===== config.mk =====
export PLATFORM = sky130hd
export DESIGN_NAME = i2c_busclr_seq
export DESIGN_NICKNAME = d
export VERILOG_FILES = /design/src/rtl/busclr_pkg.sv /design/src/rtl/busclr_us_tick.sv /design/src/rtl/busclr_div.sv /design/src/rtl/i2c_busclr_seq.sv
export SDC_FILE = /design/constraint.sdc
export NUM_CORES = 1
export LEC_CHECK = 0
export BUFFER_PORTS_ARGS = -buffer_cell sky130_fd_sc_hd__buf_4
export CAP_MARGIN = 40
export CELL_PAD_IN_SITES_DETAIL_PLACEMENT = 1
export CELL_PAD_IN_SITES_GLOBAL_PLACEMENT = 1
export CORE_AREA = 4 4 91 158
export DETAILED_ROUTE_END_ITERATION = 12
export DIE_AREA = 0 0 95 162
export GPL_ROUTABILITY_DRIVEN = 0
export PLACE_DENSITY = 0.69
export SYNTH_ARGS = -nofsm -noshare
export SYNTH_HDL_FRONTEND = slang
export SYNTH_SLANG_ARGS = --single-unit

===== constraint.sdc =====
create_clock -name clk -period 4.15 [get_ports clk]
set_input_delay 0.83 -clock clk [delete_from_list [all_inputs] [get_ports clk]]
set_output_delay 0.83 -clock clk [all_outputs]
set_load 0.05 [all_outputs]

===== src/rtl/busclr_pkg.sv =====
package busclr_pkg;
  // Number of recovery cycles: eight data bits and the acknowledge slot
  localparam int NUM_CYCLES  = 9;
  // Floor on the base delay, in microseconds
  localparam int MIN_BASE_US = 2;
  // 1e6 us/s divided by (kHz * 1000) reduces to 1000 / kHz
  localparam int DIVIDEND    = 1000;
  localparam int QUO_W       = $clog2(DIVIDEND + 1);

  typedef enum logic [2:0] {
    PH_IDLE,
    PH_CALC,
    PH_START,
    PH_DRIVE,
    PH_REL
  } phase_e;
endpackage


===== src/rtl/busclr_us_tick.sv =====
module busclr_us_tick #(
  parameter int TPU = 125
) (
  input  logic clk,
  input  logic rst_n,
  input  logic clr,
  input  logic run,
  output logic tick
);
  localparam int CW = (TPU > 1) ? $clog2(TPU) : 1;
  localparam logic [CW-1:0] LAST = CW'(TPU - 1);

  logic [CW-1:0] cnt;

  assign tick = run && (cnt == LAST);

  always_ff @(posedge clk or negedge rst_n) begin
    if (!rst_n) begin
      cnt <= '0;
    end else if (clr) begin
      cnt <= '0;
    end else if (run) begin
      cnt <= tick ? '0 : cnt + 1'b1;
    end
  end
endmodule


===== src/rtl/busclr_div.sv =====
module busclr_div #(
  parameter int N_W = 10,
  parameter int D_W = 12,
  parameter int NUM = 1000
) (
  input  logic           clk,
  input  logic           rst_n,
  input  logic           go,
  input  logic [D_W-1:0] den,
  output logic           done,
  output logic [N_W-1:0] quo
);
  localparam int SW = $clog2(N_W + 1);
  localparam logic [N_W-1:0] NUM_V = N_W'(NUM);

  logic [D_W-1:0] rem;
  logic [D_W-1:0] den_q;
  logic [N_W-1:0] q;
  logic [SW-1:0]  left;
  logic [D_W:0]   trial;
  logic [D_W:0]   diff;
  logic           fits;

  assign trial = {rem, q[N_W-1]};
  assign diff  = trial - {1'b0, den_q};
  assign fits  = trial >= {1'b0, den_q};
  assign quo   = q;

  always_ff @(posedge clk or negedge rst_n) begin
    if (!rst_n) begin
      rem   <= '0;
      den_q <= '0;
      q     <= '0;
      left  <= '0;
      done  <= 1'b0;
    end else begin
      done <= 1'b0;
      if (go) begin
        rem   <= '0;
        q     <= NUM_V;
        den_q <= den;
        left  <= SW'(N_W);
      end else if (left != '0) begin
        rem  <= fits ? diff[D_W-1:0] : trial[D_W-1:0];
        q    <= {q[N_W-2:0], fits};
        left <= left - 1'b1;
        if (left == SW'(1)) done <= 1'b1;
      end
    end
  end
endmodule


===== src/rtl/i2c_busclr_seq.sv =====
module i2c_busclr_seq #(
  parameter int CLK_HZ = 125_000_000,
  parameter int RATE_W = 12
) (
  input  logic              clk,
  input  logic              rst_n,
  input  logic              start_i,
  input  logic [RATE_W-1:0] rate_khz_i,
  output logic              busy_o,
  output logic              done_o,
  output logic              scl_oe_o,
  output logic              sda_oe_o
);
  import busclr_pkg::*;

  localparam int TPU    = (CLK_HZ / 1_000_000 > 0) ? CLK_HZ / 1_000_000 : 1;
  localparam int Q_W    = QUO_W;
  localparam int BASE_W = Q_W + 1;
  localparam int PH_W   = BASE_W + 1;
  localparam int CYC_W  = $clog2(NUM_CYCLES);
  localparam logic [BASE_W-1:0] MIN_B    = BASE_W'(MIN_BASE_US);
  localparam logic [CYC_W-1:0]  LAST_CYC = CYC_W'(NUM_CYCLES - 1);

  phase_e            state;
  logic [RATE_W-1:0] rate_q;
  logic [BASE_W-1:0] base_q;
  logic [BASE_W-1:0] base_raw;
  logic [BASE_W-1:0] base_nx;
  logic [PH_W-1:0]   us_cnt;
  logic [PH_W-1:0]   ph_len;
  logic [CYC_W-1:0]  cyc;
  logic              go;
  logic              div_done;
  logic [Q_W-1:0]    quo;
  logic              run;
  logic              tick;
  logic              ph_last;
  logic              advance;
  logic              clr;

  assign go = (state == PH_IDLE) && start_i;

  busclr_div #(
    .N_W (Q_W),
    .D_W (RATE_W),
    .NUM (DIVIDEND)
  ) u_div (
    .clk   (clk),
    .rst_n (rst_n),
    .go    (go),
    .den   (rate_khz_i),
    .done  (div_done),
    .quo   (quo)
  );

  assign base_raw = {1'b0, quo} + 1'b1;
  assign base_nx  = ((rate_q == '0) || (base_raw < MIN_B)) ? MIN_B : base_raw;

  assign run = (state == PH_START) || (state == PH_DRIVE) || (state == PH_REL);

  always_comb begin
    case (state)
      PH_DRIVE: ph_len = {1'b0, base_q} - 1'b1;
      PH_REL:   ph_len = {base_q, 1'b0};
      default:  ph_len = PH_W'(1);
    endcase
  end

  assign ph_last = (us_cnt == ph_len - 1'b1);
  assign advance = run && tick && ph_last;
  assign clr     = ((state == PH_CALC) && div_done) || advance;

  busclr_us_tick #(
    .TPU (TPU)
  ) u_tick (
    .clk   (clk),
    .rst_n (rst_n),
    .clr   (clr),
    .run   (run),
    .tick  (tick)
  );

  always_ff @(posedge clk or negedge rst_n) begin
    if (!rst_n) begin
      state  <= PH_IDLE;
      rate_q <= '0;
      base_q <= MIN_B;
      us_cnt <= '0;
      cyc    <= '0;
      done_o <= 1'b0;
    end else begin
      done_o <= 1'b0;
      if (advance) begin
        us_cnt <= '0;
      end else if (run && tick) begin
        us_cnt <= us_cnt + 1'b1;
      end
      case (state)
        PH_IDLE: begin
          if (start_i) begin
            rate_q <= rate_khz_i;
            state  <= PH_CALC;
          end
        end
        PH_CALC: begin
          if (div_done) begin
            base_q <= base_nx;
            cyc    <= '0;
            us_cnt <= '0;
            state  <= PH_START;
          end
        end
        PH_START: if (advance) state <= PH_DRIVE;
        PH_DRIVE: if (advance) state <= PH_REL;
        PH_REL: begin
          if (advance) begin
            if (cyc == LAST_CYC) begin
              state  <= PH_IDLE;
              done_o <= 1'b1;
            end else begin
              cyc   <= cyc + 1'b1;
              state <= PH_START;
            end
          end
        end
        default: state <= PH_IDLE;
      endcase
    end
  end

  assign busy_o   = (state != PH_IDLE);
  assign sda_oe_o = (state == PH_START) || (state == PH_DRIVE);
  assign scl_oe_o = (state == PH_DRIVE);
endmodule


# Word-level counts from Yosys, hierarchy flattened
# Cells that the tools add are included.
word_totals:
  register_bits: 89
  latchBits: 0
  ram_bits: 0
  romBits: 0
  in_bits: 15
  out_inout_bits: 4
  wordCells: 89
  n_memories: 0
classes:
  n_addsub: 8
  n_mul: 0
  div_mod_pow: 0
  order_cmp: 2
  eq_ne: 14
  shifts: 0
  n_mux: 33
  bitwise_logic: 0
  reduce_logical: 20
ops:
  columns: ["op", "n"]
  rows:
  - ["2-to-1 mux 12 bit", 7]
  - ["one-hot mux 12 bit (2 select lines)", 1]
  - ["2-to-1 mux 7 bit", 3]
  - ["2-to-1 mux 10 bit", 2]
  - ["2-to-1 mux 4 bit", 5]
  - ["2-to-1 mux 3 bit", 5]
  - ["one-hot mux 3 bit (5 select lines)", 1]
  - ["greater-or-equal comparator 13 x 12 -> 1 bit", 1]
  - ["adder 12 x 1 -> 12 bit (second input constant)", 1]
  - ["equality test 12 bit", 1]
  - ["zero test 12 bit", 1]
  - ["subtractor 11 x 1 -> 12 bit (second input constant)", 1]
  - ["subtractor 12 x 1 -> 12 bit (second input constant)", 1]
  - ["subtractor 12 bit", 1]
  - ["adder 10 x 1 -> 11 bit (second input constant)", 1]
  - ["< comparator 11 x 2 -> 1 bit (second input constant)", 1]
  - ["2-to-1 mux 11 bit", 1]
  - ["!= test 2 bit (second input constant)", 4]
  - ["one-hot mux 4 bit (2 select lines)", 1]
  - ["adder 7 x 1 -> 7 bit (second input constant)", 1]
  - ["equality test 7 bit (second input constant)", 1]
  - ["equality test 3 x 2 -> 1 bit (second input constant)", 2]
  - ["2-to-1 mux 1 bit", 6]
  - ["nonzero test 2 bit", 3]
  - ["other kinds (16)", 25]

# Longest topological paths before layout
depth:
  depth_word: 9
  mapped_depth: 17
  depth_no_buf: 15

# By module
# Synthesis repeated with hierarchy kept, for this count alone.
hier_totals:
  cells_unflattened: 638
  area_unflattened_um2: 5709.2
by_module_without_submodules:
  columns: ["module", "instances", "cells_each", "area_each_um2", "seq_area_each_um2"]
  rows:
  - ["i2c_busclr_seq", 1, 335, 3016.6, 1077.3]
  - ["busclr_div", 1, 262, 2284.7, 975.9]
  - ["busclr_us_tick", 1, 41, 407.9, 175.2]

# Worst setup path after synthesis
# OpenSTA, ideal clock, no wires.
synth_path:
  kind: "reg2reg"
  startpoint: "register base_q[1]"
  endpoint: "register cyc[1]"
  setup_ns: 0.121
  arrival_time_ns: 3.260
  required_ns: 4.029
  setup_slack_ns: 0.769
  stages_incl_launch_ff: 13
  n_path_buf: 0
  period_less_slack_ns: 3.381
  path_cell_list: "dfstp_2 > inv_1 > ha_1 > nor2b_1 > o41ai_1 > nor3_1 > a2111oi_0 > xnor2_1 > o2111ai_1 > a2111oi_4 > o2111ai_1 > and2_1 > a22o_1"
synth_via:
  elab_chain_len: 7
synth_lines:
  columns: ["item", "line_no", "text"]
  rows:
  - ["start: declaration", "i2c_busclr_seq.sv:26", "logic [BASE_W-1:0] base_q;"]
  - ["start signal: assignment", "i2c_busclr_seq.sv:107", "base_q <= base_nx;"]
  - ["subtractor 11 x 1 -> 12 bit", "i2c_busclr_seq.sv:63", "PH_DRIVE: ph_len = {1'b0, base_q} - 1'b1;"]
  - ["one-hot mux 12 bit (2 select lines) *", "i2c_busclr_seq.sv:62", "case (state)"]
  - ["subtractor 12 x 1 -> 12 bit *", "i2c_busclr_seq.sv:69", "assign ph_last = (us_cnt == ph_len - 1'b1);"]
  - ["equality test 12 bit *", "i2c_busclr_seq.sv:69", null]
  - ["logical AND 1 bit *", "i2c_busclr_seq.sv:70", "assign advance = run && tick && ph_last;"]
  - ["!= test 2 bit (no source line) *", null, null]
  - ["AND reduction 4 bit (no source line) *", null, null]
  - ["end signal: assignment", "i2c_busclr_seq.sv:121", "cyc <= cyc + 1'b1;"]
  - ["end: declaration", "i2c_busclr_seq.sv:31", "logic [CYC_W-1:0] cyc;"]
# Mark *: on every way between the ends. The rest lies on a longest branch, timed or not.
# A chain may end at the register's enable or synchronous reset.

# Final worst setup path
layout_path:
  startpoint: "register state[0]"
  endpoint: "register us_cnt[5]"
layout_via:
  elab_chain_len: 9
  elab_cells_between_ends: 16
  cone_classes: "add/sub: 1; eq/ne: 5; mux: 5; reduce/logical: 5"
layout_lines:
  columns: ["item", "line_no", "text"]
  rows:
  - ["start: declaration", "i2c_busclr_seq.sv:24", "phase_e state;"]
  - ["start signal: assignment", "i2c_busclr_seq.sv:85", "state <= PH_IDLE;"]
  - ["start signal: assignment", "i2c_busclr_seq.sv:102", "state <= PH_CALC;"]
  - ["start signal: assignment", "i2c_busclr_seq.sv:110", "state <= PH_START;"]
  - ["branches (longest 8 deep; another with subtractor 12 x 1 -> 12 bit)", null, null]
  - ["2-to-1 mux 12 bit *", "i2c_busclr_seq.sv:98", "case (state)"]
  - ["end signal: assignment", "i2c_busclr_seq.sv:96", "us_cnt <= us_cnt + 1'b1;"]
  - ["end: declaration", "i2c_busclr_seq.sv:29", "logic [PH_W-1:0] us_cnt;"]
# Every way passes the cells marked *.

==> metrics.yaml <==
worst_hold_path:
  hold_path_class: "in2async"
finish:
  nets: 699
  layout_commonest_cell: "nand2_1"
  postLayoutCellArea_mm2: 0.00613
  drive_above_1_share_pct: 10.5
  final_cells: 840
  utilization_pct: 46.5
  final_cell_mix: "nand2_1 (79), dfrtp_1 (75), nor2_1 (54)"
  n_fill_cell: 1644
  syn_to_final_growth_pct: 13.0
  n_antenna_cell: 0
clocking:
  clock_sinks: 77
  cts_resized: 0
  postCtsSetupBuffers: 0
  cts.clk_slew.worst_paths_ps: 60
  h-tree-depth: 3
  clock_latency_ps: 340
  cts_tree: "yes"
  hold_buffers: 0
  numCtsBuffers: 9
  clock_path_buffers: 2
  root_buffer: "clkbuf_16"
timing:
  rsz0062_at_grt: "yes"
  hold_viol: 0
  slew_headroom_pct: 40.5
  fin_skew_ps: 8.98
  finalCritPeriodShare_pct: 95.2
  clock.fmax_mhz: 253
  period_needed_ps: 3950
  hold_slack_ps: 396
  setup_viol: 0
  slew_viol_final: 0
  tightest_slew_ps: 882
logic_synthesis:
  synth-edff-count: 0
  ys_ff_latch: 77
  synth_top_area_share_pct: 35.0
  ys.flop_type: "dfrtp_1"
  synth_compound_area_share_pct: 19.5
  syn_area_mm2: 0.00543
  synth_xor_area_share_pct: 6.46
  syn_area_per_cell_um2: 8.35
  post_synth_and_or_nand_nor_area_fraction_pct: 24.8
  ys_types: 74
  ys.warnings.count: 0
  synth-adder-area-share_pct: 5.44
  synthCells: 650
  synth_seq_area_share_pct: 35.5
  async_flop_share_pct: 100
  synth_top_family_by_area: "simple AND/OR/NAND/NOR gates"
  synth.area.mux_share_pct: 2.97
  synth_top_cell_by_area: "dfrtp_1"
  syn_nets: 688
  synth.area.top_cells: "dfrtp_1 (35%), nand2_1 (5.5%), ha_1 (5.1%), o21ai_0 (4.5%), xnor2_1 (3.9%)"
power_and_ir_drop:
  pwr-share-comb_pct: 55.0
  p_leak_nw: 2.70
  powerDensity_mw_per_mm2: 831
  internal_power_w: 0.00276
  max-vdd-ir-drop_mv: 0.445
  seqPwrFrac_pct: 27.7
  switchingPower_w: 0.00234
  finalPower_w: 0.00510
  clkPwrFrac_pct: 17.3
  switching_share_pct: 45.9
detailed_routing:
  vias_per_cell: 5.77
  initialDrtViolationCount: 118
  wl_per_cell_um: 18.7
  detail_route.drc_violations: 0
  vias: 4847
  drt-total-wl_mm: 15.7
  first_pass_iters: 4
  drt.antenna.violating_nets: 0
place:
  place_hpwl_mm: 12.2
  dp.cells: 824
  placed_cell_area_mm2: 0.00578
  io_buffer_count: 18
global_route:
  grt_pass1_wl_mm: 26.3
  antenna_found_initial: 0
  overflow: 0
  grt_start_max_net_pins: 57
  grt_pass1_vias: 5212
  grt_usage_pct: 21.7
critical_path:
  cp.arrival_ps: 4150
  reg2reg_depth: 12
  start_kind: "flop"
  crit_path_end_kind: "flop"
  r2r_slack_ps: 200
  critPathKind: "reg2reg"
  timing.rr.start: "state[0]$_DFFE_PN0P_"
  r2r-end: "us_cnt[5]$_DFF_PN0_"
  cp_max_fo: 19
  critical_path_required_ps: 4350
die:
  die_area_mm2: 0.0154
  ios: 19
  fp.dieH_um: 162
  row_count: 56
  design.core.area_mm2: 0.0132
  initial_core_util_pct: 41.2
  die_x_um: 95
job:
  maxCapViolCount: 0
outcome:
  status: "complete, no violations"
[worst max-delay path by stage]
| stage | from | end | slack [ps] |
|---|---|---|---|
| floorplan | base_q[1]$_DFFE_PN1P_ | cyc[1]$_DFFE_PN0P_ | 770 |
| global placement | state[0]$_DFFE_PN0P_ | u_tick.cnt[2]$_DFFE_PN0P_ | 270 |
| detailed placement | state[0]$_DFFE_PN0P_ | u_tick.cnt[2]$_DFFE_PN0P_ | 170 |
| CTS | state[0]$_DFFE_PN0P_ | us_cnt[5]$_DFF_PN0_ | 140 |
| global route | base_q[1]$_DFFE_PN1P_ | us_cnt[5]$_DFF_PN0_ | -20 |
| finish | state[0]$_DFFE_PN0P_ | us_cnt[5]$_DFF_PN0_ | 200 |
[worst max-delay path, cell delays in order (launching register included)]
cell	delay (ps)
dfrtp_1	550
or3b_1	460
o21ai_1	240
ha_1	270
inv_1	50
a221o_1	290
nor3_1	390
nor4b_1	320
a32oi_1	180
a2111oi_4	410
o21ai_2	170
nand2_2	350
nor2_1	120
[cell type report]
| cell class | count | area [µm²] | area share (%) |
|---|---|---|---|
| clock buffer | 11 | 253 | 4.12 |
| clock inverter | 5 | 82.6 | 1.35 |
| inverter | 40 | 150 | 2.45 |
| multi-input combinational | 504 | 3230 | 52.7 |
| sequential | 77 | 1930 | 31.5 |
| tap | 174 | 218 | 3.55 |
| timing repair buffer | 29 | 265 | 4.33 |
[registers in the layout (all words and copies together), names as in the netlist, 4 cells and up]
register,count
u_div.rem,12
cyc,4
u_div.quo,10
u_tick.cnt,7
u_div.left,4
base_q,11
rate_q,12
us_cnt,12
[cells in the mapped netlist (6+ instances only)]
library cell,count
a21o_1,7
a21oi_1,39
and2_1,7
and3_1,11
buf_2,6
clkbuf_1,20
dfrtp_1,76
ha_1,22
inv_1,40
mux2i_1,15
nand2_1,79
nand2b_1,6
nand3_1,27
nand4_1,10
nor2_1,54
nor2b_1,9
nor3_1,26
nor4_1,7
o2111ai_1,6
o21ai_0,49
o22ai_1,7
xnor2_1,24
xor2_1,16
[power groups by stage]
stage	logic, W	clock network [W]	registers, W
detailed placement	0.00280	0	0.00142
global route	0.00314	0.000933	0.00147
CTS	0.00282	0.000899	0.00141
finish	0.00280	0.000882	0.00141
global placement	0.00266	0	0.00140
floorplan	0.00223	0	0.00122
[stage by stage]
stage | setup WS [ps] | TNS (ps)
finish | 200 | 0
global route | -22.1 | -88.5
CTS | 141 | 0
detailed placement | 169 | 0
global placement | 272 | 0
floorplan | 769 | 0
[cell families (layout without fill, tap and decap cells)]
family	Yosys count	in the layout
adder cells (fa/ha/maj)	23	23
multiplexers	16	16
XOR/XNOR	40	40
flip-flops	77	77
buffers and inverters	69	85
AND/OR/NAND/NOR	267	267
AO/OA/AOI/OAI	158	158
[per-layer routing]
metal  wire, µm  track usage, %  share of wire, %  vias to the layer above
li1           -               -                 -                     2344
met1       5910            22.7                38                     2410
met2       9080            42.4                58                       61
met3        262            2.78               1.7                       32
met4        461            8.28               2.9                        0
met5          0               0                 0                        -
No activity file was read; power rests on OpenSTA's default activity.
